--- config.mk ---
export PLATFORM = sky130hd
export DESIGN_NAME = bcd_rtc
export DESIGN_NICKNAME = d
export VERILOG_FILES = /design/src/rtl/rtc_pkg.sv /design/src/rtl/rtc_calendar.sv /design/src/rtl/rtc_alarm_match.sv /design/src/rtl/bcd_rtc.sv
export SDC_FILE = /design/constraint.sdc
export NUM_CORES = 1
export LEC_CHECK = 0
export ABC_AREA = 1
export BUFFER_PORTS_ARGS = -buffer_cell sky130_fd_sc_hd__buf_2
export CAP_MARGIN = 40
export CORE_ASPECT_RATIO = 1.1
export CORE_MARGIN = 1
export CORE_UTILIZATION = 58
export CTS_CLUSTER_SIZE = 12
export DETAILED_ROUTE_END_ITERATION = 12
export PLACE_DENSITY = 0.78
export SYNTH_ARGS = -nofsm -noshare
export SYNTH_HDL_FRONTEND = slang
export SYNTH_SLANG_ARGS = --single-unit
--- constraint.sdc ---
create_clock -name clk -period 2.3 [get_ports clk]
set_clock_uncertainty 0.2 [all_clocks]
set_input_delay 0.575 -clock clk [delete_from_list [all_inputs] [get_ports clk]]
set_output_delay 0.575 -clock clk [all_outputs]
set_load 0.005 [all_outputs]
--- src/rtl/rtc_pkg.sv ---
package rtc_pkg;
    localparam int N_FLD   = 6;   // sec, min, hr, day, mon, yr
    localparam int OFF_WDAY = 6;
    localparam int OFF_ALM  = 7;
    localparam int OFF_CTRL = 13;
    localparam int OFF_STAT = 14;
    localparam int OFF_IEN  = 15;

    typedef logic [7:0] bcd_t;

    typedef struct packed {
        bcd_t       sec;
        bcd_t       min;
        bcd_t       hr;
        bcd_t       day;
        bcd_t       mon;
        bcd_t       yr;
        logic [2:0] wday;
    } tod_t;

    typedef struct packed {
        logic [7:0]             ctrl;
        logic [3:0]             ien;
        logic [7:0]             stat;
        logic [N_FLD-1:0][7:0]  alm;
        logic [N_FLD-1:0][7:0]  shad;
        logic [7:0]             rdata;
    } regs_t;

    function automatic bcd_t bcd_inc(bcd_t v);
        if (v[3:0] == 4'd9) return {v[7:4] + 4'd1, 4'd0};
        return v + 8'd1;
    endfunction

    function automatic bcd_t month_last(bcd_t mon, bcd_t yr);
        logic [6:0] yb;
        yb = 7'(yr[7:4]) * 7'd10 + 7'(yr[3:0]);
        case (mon)
            8'h02:                      return (yb[1:0] == 2'd0) ? 8'h29 : 8'h28;
            8'h04, 8'h06, 8'h09, 8'h11: return 8'h30;
            default:                    return 8'h31;
        endcase
    endfunction
endpackage

--- src/rtl/rtc_calendar.sv ---
module rtc_calendar
    import rtc_pkg::*;
(
    input  logic       clk,
    input  logic       rst_n,
    input  logic       adv,
    input  logic       ld_en,
    input  logic [2:0] ld_sel,
    input  logic [7:0] ld_val,
    output tod_t       now_q,
    output tod_t       nxt_d,
    output logic       ev_sec,
    output logic       ev_min,
    output logic       ev_hr,
    output logic       ev_day
);
    localparam tod_t TOD_RST = '{sec: 8'h00, min: 8'h00, hr: 8'h00, day: 8'h01,
                                 mon: 8'h01, yr: 8'h00, wday: 3'd0};

    always_comb begin
        nxt_d  = now_q;
        ev_sec = 1'b0;
        ev_min = 1'b0;
        ev_hr  = 1'b0;
        ev_day = 1'b0;
        if (ld_en) begin
            case (ld_sel)
                3'd0:    nxt_d.sec  = ld_val;
                3'd1:    nxt_d.min  = ld_val;
                3'd2:    nxt_d.hr   = ld_val;
                3'd3:    nxt_d.day  = ld_val;
                3'd4:    nxt_d.mon  = ld_val;
                3'd5:    nxt_d.yr   = ld_val;
                default: nxt_d.wday = ld_val[2:0];
            endcase
        end else if (adv) begin
            ev_sec = 1'b1;
            if (now_q.sec != 8'h59) begin
                nxt_d.sec = bcd_inc(now_q.sec);
            end else begin
                nxt_d.sec = 8'h00;
                ev_min    = 1'b1;
                if (now_q.min != 8'h59) begin
                    nxt_d.min = bcd_inc(now_q.min);
                end else begin
                    nxt_d.min = 8'h00;
                    ev_hr     = 1'b1;
                    if (now_q.hr != 8'h23) begin
                        nxt_d.hr = bcd_inc(now_q.hr);
                    end else begin
                        nxt_d.hr   = 8'h00;
                        ev_day     = 1'b1;
                        nxt_d.wday = (now_q.wday >= 3'd6) ? 3'd0 : now_q.wday + 3'd1;
                        if (now_q.day != month_last(now_q.mon, now_q.yr)) begin
                            nxt_d.day = bcd_inc(now_q.day);
                        end else begin
                            nxt_d.day = 8'h01;
                            if (now_q.mon != 8'h12) begin
                                nxt_d.mon = bcd_inc(now_q.mon);
                            end else begin
                                nxt_d.mon = 8'h01;
                                nxt_d.yr  = (now_q.yr == 8'h99) ? 8'h00 : bcd_inc(now_q.yr);
                            end
                        end
                    end
                end
            end
        end
    end

    always_ff @(posedge clk or negedge rst_n) begin
        if (!rst_n) now_q <= TOD_RST;
        else        now_q <= nxt_d;
    end

    // with no count and no load the counters hold
    assert_frozen_R5: assert property (@(posedge clk) disable iff (!rst_n)
        (!adv && !ld_en) |=> $stable(now_q));

    // a full-day wrap always moves the weekday
    assert_wday_moves_R4: assert property (@(posedge clk) disable iff (!rst_n)
        (adv && !ld_en && now_q.sec == 8'h59 && now_q.min == 8'h59 && now_q.hr == 8'h23)
        |=> (now_q.wday != $past(now_q.wday)));
endmodule

--- src/rtl/rtc_alarm_match.sv ---
module rtc_alarm_match
    import rtc_pkg::*;
#(
    parameter int NF = N_FLD
) (
    input  logic [NF-1:0][7:0] tv,
    input  logic [NF-1:0][7:0] alm,
    output logic               hit
);
    logic [NF-1:0] eq;
    for (genvar i = 0; i < NF; i++) begin : g_cmp
        assign eq[i] = (tv[i] == alm[i]);
    end
    assign hit = &eq;
endmodule

--- src/rtl/bcd_rtc.sv ---
module bcd_rtc
    import rtc_pkg::*;
#(
    parameter int ADDR_W = 5
) (
    input  logic              clk,
    input  logic              rst_n,
    input  logic              tick_1s,
    input  logic [ADDR_W-1:0] addr,
    input  logic [7:0]        wdata,
    input  logic              wr_en,
    input  logic              rd_en,
    output logic [7:0]        rdata,
    output logic              irq
);
    localparam logic [ADDR_W-1:0] AD_WDAY = ADDR_W'(OFF_WDAY);
    localparam logic [ADDR_W-1:0] AD_CTRL = ADDR_W'(OFF_CTRL);
    localparam logic [ADDR_W-1:0] AD_STAT = ADDR_W'(OFF_STAT);
    localparam logic [ADDR_W-1:0] AD_IEN  = ADDR_W'(OFF_IEN);
    localparam logic [N_FLD-1:0][7:0] SHAD_RST = {8'h00, 8'h01, 8'h01, 8'h00, 8'h00, 8'h00};

    regs_t q, d;
    tod_t  now, nxt;
    logic  ev_sec, ev_min, ev_hr, ev_day, alm_hit;
    logic  wr_time, adv, per_flag;
    logic [N_FLD-1:0][7:0] live_v, nxt_v;

    assign wr_time = wr_en && (addr <= AD_WDAY);
    assign adv     = tick_1s && q.ctrl[0] && !wr_time;
    assign live_v  = {now.yr, now.mon, now.day, now.hr, now.min, now.sec};
    assign nxt_v   = {nxt.yr, nxt.mon, nxt.day, nxt.hr, nxt.min, nxt.sec};

    rtc_calendar u_cal (
        .clk(clk), .rst_n(rst_n), .adv(adv), .ld_en(wr_time),
        .ld_sel(addr[2:0]), .ld_val(wdata), .now_q(now), .nxt_d(nxt),
        .ev_sec(ev_sec), .ev_min(ev_min), .ev_hr(ev_hr), .ev_day(ev_day)
    );

    rtc_alarm_match #(.NF(N_FLD)) u_alm (.tv(nxt_v), .alm(q.alm), .hit(alm_hit));

    always_comb begin
        d = q;
        if (wr_en) begin
            if (addr == AD_CTRL) begin
                d.ctrl = wdata & 8'hBF;
                if (wdata[6]) d.shad = live_v;
            end else if (addr == AD_IEN) begin
                d.ien = wdata[3:0];
            end else if (addr == AD_STAT) begin
                d.stat[7:2] = q.stat[7:2] & ~wdata[7:2];
            end
            for (int i = 0; i < N_FLD; i++)
                if (int'(addr) == OFF_ALM + i) d.alm[i] = wdata;
        end
        d.stat[2] = d.stat[2] | ev_sec;
        d.stat[3] = d.stat[3] | ev_min;
        d.stat[4] = d.stat[4] | ev_hr;
        d.stat[5] = d.stat[5] | ev_day;
        d.stat[6] = d.stat[6] | (adv & alm_hit);
        if (rd_en) begin
            d.rdata = 8'h00;
            for (int i = 0; i < N_FLD; i++) begin
                if (int'(addr) == i)           d.rdata = q.shad[i];
                if (int'(addr) == OFF_ALM + i) d.rdata = q.alm[i];
            end
            if (addr == AD_WDAY) d.rdata = {5'd0, now.wday};
            if (addr == AD_CTRL) d.rdata = q.ctrl;
            if (addr == AD_STAT) d.rdata = {q.stat[7:2], q.ctrl[0], 1'b0};
            if (addr == AD_IEN)  d.rdata = {4'd0, q.ien};
        end
    end

    always_ff @(posedge clk or negedge rst_n) begin
        if (!rst_n) begin
            q.ctrl  <= 8'h00;
            q.ien   <= 4'h0;
            q.stat  <= 8'h80;
            q.alm   <= '0;
            q.shad  <= SHAD_RST;
            q.rdata <= 8'h00;
        end else begin
            q <= d;
        end
    end

    always_comb begin
        case (q.ien[1:0])
            2'd0:    per_flag = q.stat[2];
            2'd1:    per_flag = q.stat[3];
            2'd2:    per_flag = q.stat[4];
            default: per_flag = q.stat[5];
        endcase
    end

    assign irq   = (q.stat[6] & q.ien[3]) | (per_flag & q.ien[2]);
    assign rdata = q.rdata;

    // the line needs a pending flag behind it
    assert_irq_source_R10: assert property (@(posedge clk) disable iff (!rst_n)
        irq |-> (q.stat[6] || (q.stat[5:2] != 4'd0)));

    // one written to the power-up flag removes it for good
    assert_w1c_pwrup_R8: assert property (@(posedge clk) disable iff (!rst_n)
        (wr_en && addr == AD_STAT && wdata[7]) |=> !q.stat[7]);

    // the copy holds the counter value of the write cycle
    assert_snapshot_R6: assert property (@(posedge clk) disable iff (!rst_n)
        (wr_en && addr == AD_CTRL && wdata[6]) |=> (q.shad[0] == $past(now.sec)));

    // rdata moves only on a read
    assert_rdata_hold_R11: assert property (@(posedge clk) disable iff (!rst_n)
        !rd_en |=> $stable(rdata));
endmodule

Word level (Yosys, flattened, before mapping)
Index checks and enable logic that the tools add are counted.
{"block": "op_classes", "n_addsub": 14, "multipliers": 1, "order_cmp": 2, "n_eq_ne": 49, "muxes": 113, "bitwise_logic": 13, "n_reduce_logical": 23}
{"op": "2-to-1 mux 8 bit", "n": 46}
{"op": "2-to-1 mux 51 bit", "n": 2}
{"op": "2-to-1 mux 1 bit", "n": 53}
{"op": "adder 8 x 1 -> 8 bit, second input constant", "n": 6}
{"op": "== test 8 bit", "n": 6}
{"op": "2-to-1 mux 43 bit", "n": 1}
{"op": "2-to-1 mux 35 bit", "n": 1}
{"op": "== test 5 x 4 -> 1 bit, second input constant", "n": 6}
{"op": "2-to-1 mux 27 bit", "n": 1}
{"op": "== test 5 bit, second input constant", "n": 5}
{"op": "adder 4 x 1 -> 4 bit, second input constant", "n": 6}
{"op": "== test 4 bit, second input constant", "n": 6}
{"op": "2-to-1 mux 5 bit", "n": 4}
{"op": "== test 8 x 3 -> 1 bit, second input constant", "n": 2}
{"op": "2-to-1 mux 16 bit", "n": 1}
{"op": "inequality test 8 x 7 -> 1 bit, second input constant", "n": 2}
{"op": "case mux 8 bit (2 select lines)", "n": 1}
{"op": "== test 5 x 3 -> 1 bit, second input constant", "n": 3}
{"op": "AND reduction 2 bit", "n": 7}
{"op": "== test 8 x 2 -> 1 bit, second input constant", "n": 1}
{"op": "== test 8 x 4 -> 1 bit, second input constant", "n": 1}
{"op": "== test 8 x 5 -> 1 bit, second input constant", "n": 1}
{"op": "== test 8 bit, second input constant", "n": 1}
{"op": "inequality test 2 bit, second input constant", "n": 4}
{"op": "33 further kinds", "n": 48}
{"block": "totals", "ff_bits": 172, "output_inout_bits": 9, "elab_cells": 239}

Depth between registers and ports, before layout
{"block": "logic_depth", "depth_word": 30, "depth_mapped": 22, "ltp_nobuf": 22}

Cells and area by module
From an unflattened synthesis, not the netlist that was laid out.
{"block": "unflattened", "cells_unflattened": 1406, "area_unflattened_um2": 10710.3}
{"mod": "bcd_rtc", "n_inst": 1, "cells_each": 660, "area_each_um2": 5759.3}
{"mod": "rtc_calendar", "n_inst": 1, "cells_each": 623, "area_each_um2": 4281.6}
{"mod": "rtc_alarm_match", "n_inst": 1, "cells_each": 123, "area_each_um2": 669.4}

Least setup slack after synthesis
No wires, ideal clock.
{"block": "synth_path", "path_kind": "input port to flip-flop", "from": "input addr[2]", "to": "register q[110] (netlist name)", "setup_time_ps": 65, "t_arrival_ps": 2344, "setup_slack_ps": -309, "stages": 16, "n_path_buf": 1, "path_cell_list": "buf_2 > inv_1 > nand3_1 > inv_1 > nand2_1 > nand2_1 > o22ai_1 > or2_2 > xnor2_1 > nor2_1 > nand2_1 > nor2_1 > nand2_1 > nor2_1 > nand4_1 > nand2_1"}
{"element": "start, declared", "line_no": "bcd_rtc.sv:9", "text": "input logic [ADDR_W-1:0] addr,"}
{"element": "end, declared", "line_no": "bcd_rtc.sv:22", "text": "regs_t q, d;"}

==> summary.md <==
| Metric | Value |
|---|---|
| Post-synth top area cell | `dfrtp_1` |
| Post-Syn Area | `10,900 µm²` |
| Final ANT Viol Nets | `0` |
| Layout area overhead | `40.6%` |
| Max_cap viols | `0` |
| Sequential share of power | `0.360` |
| First-pass GRT wire length | `65,700 µm` |
| Worst min-delay path class | `input pin to register` |
| Relative slew slack | `0.630` |
| Syn_nets | `1,597` |
| CTS tree | `yes` |
| WL/cell | `20.3 µm` |
| Boundary pin count | `27` |
| WL final | `43,800 µm` |
| Pin count of the biggest net entering global routing | `44` |
| Fin nets | `1,940` |
| Max rail drop VDD | `0.000580 V` |
| Vias per cell | `5.99` |
| DR DRC count | `0` |
| Failing checks | `negative setup slack` |
| TritonRoute pass-1 iters | `6` |
| Final Hold Vio Count | `0` |
| Vias in the first global route | `12,100` |
| CP Launch Point | `u_cal.now_q[11]` |
| Global Route Usage Sum | `0.448` |
| Max-slew violations | `0` |
| Worst R2R Path Depth | `18` |
| PnR worst setup slack | `-0.767 ns` |
| Reg2Reg Launch Point | `u_cal.now_q[11]` |
| Clock tree buffer depth | `2` |
| Final worst path period need | `3.07 ns` |
| Initial drt markers | `1,716` |
| RSZ-0062 raised after global routing | `true` |
| Library cells used by synthesis | `48` |
| Max Fclk | `326 MHz` |
| CP startpoint kind | `register` |
| Final period utilization | `1.33` |
| Site Rows | `52` |
| Final hold slack | `0.225 ns` |
| Static leakage | `7.77 nW` |
| Switching share of power | `0.373` |
| Die height | `146 µm` |
| Fin area | `15,400 µm²` |
| Net Switching | `0.00441 W` |
| Arr. time, crit path | `3.25 ns` |
| Share of cells above drive strength 1 | `0.320` |
| Cell count after synthesis | `1,556` |
| Initial antenna violation count | `3` |
| CTS H-tree lvls | `4` |
| Core ar. | `18,400 µm²` |
| Share of the yosys chip area belonging to registers | `0.394` |
| Total number of vias | `12,900` |
| HPWL Detailed | `31,400 µm` |
| Reg-to-reg setup timing slack | `-0.77 ns` |
| Most used flip-flop cell after synthesis | `dfrtp_1` |
| Buffers on Ports | `26` |
| Die Area | `19,400 µm²` |
| # clock sinks | `172` |
| Worst Setup EP | `q[110]` |
| Yosys reg bits | `172` |
| Worst-path clk slew | `0.07 ns` |
| Async set-or-reset flop fraction in the synthesized netlist | `1.00` |
| Outcome | `finished with violations` |
| Die X | `133 µm` |
| Share of the synthesized area in the top cell type | `0.382` |
| Most area-consuming cells after synthesis | `dfrtp_1 (38%), nand2_1 (16%), o21ai_0 (9.3%), inv_1 (6.0%), nand3_1 (5.4%)` |
| Reg2reg end | `q[110]` |
| Final RePlAce weighted congestion | `1.05` |
| Grt ovf | `0` |
| Crit. End Element | `register` |
| CTS buffer count | `17` |
| Slew @ Worst Pin | `0.555 ns` |
| CTS root buffer | `clkbuf_16` |
| Clk_lat worst skew | `0.45 ns` |
| Placed inst area | `13,600 µm²` |
| Kind of critical path | `register to register` |
| Starting Density | `0.594` |
| Pint | `0.00742 W` |
| Avg Synthesized Cell Area | `7.03 µm²` |
| Post-synth EDFFs | `0` |
| Worst EP required | `2.48 ns` |
| Synth warn | `0` |
| Clock power frac | `0.267` |
| Max FO, Critical Path | `5` |
| Setup Viol. Count Final | `27` |
| Combinational share of power | `0.373` |
| Cell Pwr Density | `770 nW/µm²` |
==> synthesized netlist by cell type (2+ instances only) <==
cell type	count
o221ai_1	2
a221oi_1	4
xnor2_1	5
nand2_1	459
xor2_1	25
nor2_2	8
nor3_2	2
buf_2	12
a31oi_1	2
nand4_1	16
a21oi_1	79
ha_1	23
nand3_1	117
or2_2	5
inv_1	175
nand3b_1	10
clkbuf_1	30
nor2_1	86
nand2_2	10
nand3_2	7
mux2_2	2
o21ai_0	204
o22ai_1	9
o21ai_1	13
inv_2	16
nor3_1	9
nor2_4	10
o211ai_1	15
dfstp_2	5
o2111ai_1	4
dfrtp_1	167
buf_4	9
==> layout make-up <==
cell class | count | area [µm²]
antenna | 3 | 7.51
clock buffer | 19 | 453
clock inverter | 13 | 178
fill | 1165 | 3040
inverter | 194 | 747
multi-input combinational | 1136 | 6260
sequential | 172 | 4310
tap | 243 | 304
timing repair buffer | 378 | 3110
==> worst min-delay path by stage <==
stage | start | endpoint | cells after the start
after floorplan | rst_n | q[100] | 0
after global placement | q[111] | q[111] | 2
after detailed placement | q[111] | q[111] | 2
after CTS | rd_en | rdata[6] | 3
after global routing | rd_en | rdata[6] | 3
final | rd_en | rdata[6] | 3
==> cells by family after synthesis <==
logic type      count (synthesis)  synth area share
fa+ha+maj                      23            0.0263
buf+inv                       248            0.0908
flops                         172             0.394
mux                             2           0.00206
compound gates                337             0.164
xor+xnor                       30            0.0240
simple gates                  744             0.298
==> per-layer routing <==
| layer | up-vias | track usage | wire [µm] | part of all wire |
|---|---|---|---|---|
| met2 | 845 | 0.705 | 19800 | 0.45 |
| met5 | - | 0 | 0 | 0 |
| met4 | 0 | 0.321 | 3850 | 0.088 |
| li1 | 5765 | - | - | - |
| met1 | 6030 | 0.535 | 15500 | 0.35 |
| met3 | 291 | 0.111 | 4650 | 0.11 |
==> state kept, by name, summed over array words and instances, names as in the netlist <==
register and cells:
q 113, u_cal.now_q 51, rdata 8
==> power by group through the flow <==
stage / sequential [W] / combinational, W / clock, W
after global routing: 0.00428 / 0.00481 / 0.00326
after global placement: 0.00419 / 0.00376 / 0
after detailed placement: 0.00421 / 0.00388 / 0
after floorplan: 0.00410 / 0.00201 / 0
final: 0.00426 / 0.00441 / 0.00316
after CTS: 0.00418 / 0.00405 / 0.00315
==> worst max-delay path, stage by stage, from the launching register on <==
cell and delay (ns):
dfstp_2 0.58, inv_2 0.08, nor2_4 0.10, nand4_1 0.20, nand4_1 0.22, buf_4 0.15, nand3_4 0.10, nor2_4 0.21
nand2_2 0.11, nand2_1 0.08, nand3_2 0.08, nand3b_1 0.13, nand2_1 0.06, nor2_1 0.12, nand2_1 0.10, nor2_2 0.14
buf_4 0.15, nand4_1 0.09, nand2_1 0.08
==> timing repair <==
action,in CTS,in global routing
pin swaps,40,55
hold buffers,1,0
endpoints found under the setup margin,24,36
setup buffers,22,28
endpoints found under the hold margin,37,0
gates cloned,0,1
resized for setup,87,131
==> metrics by stage <==
step                      total power [W]   util  instances  worst slack (ns)  setup TNS (ns)
after floorplan                   0.00611      -       1556            -0.136          -0.147
after global placement            0.00796  0.738       2072            -0.906          -13.94
after detailed placement          0.00809  0.738       2072            -0.916          -14.51
after CTS                          0.0114  0.798       2127            -0.562           -1.46
after global routing               0.0123  0.835       2155            -0.852           -5.06
final                              0.0118  0.835       2158            -0.767           -3.15
==> layout by cell type, fill, tap and decap left out, types with 16 or more instances in the layout <==
master / count
nor2_1: 72
buf_2: 21
buf_6: 39
o21ai_0: 190
buf_4: 302
a21oi_1: 71
xor2_1: 25
nand2_2: 41
inv_2: 35
clkbuf_16: 17
nand2_1: 418
nand4_1: 16
o21ai_1: 20
inv_1: 152
nor2_4: 22
nand3_2: 17
ha_1: 17
dfrtp_1: 165
nand3_1: 97
Power figures use the tool's default switching activity.
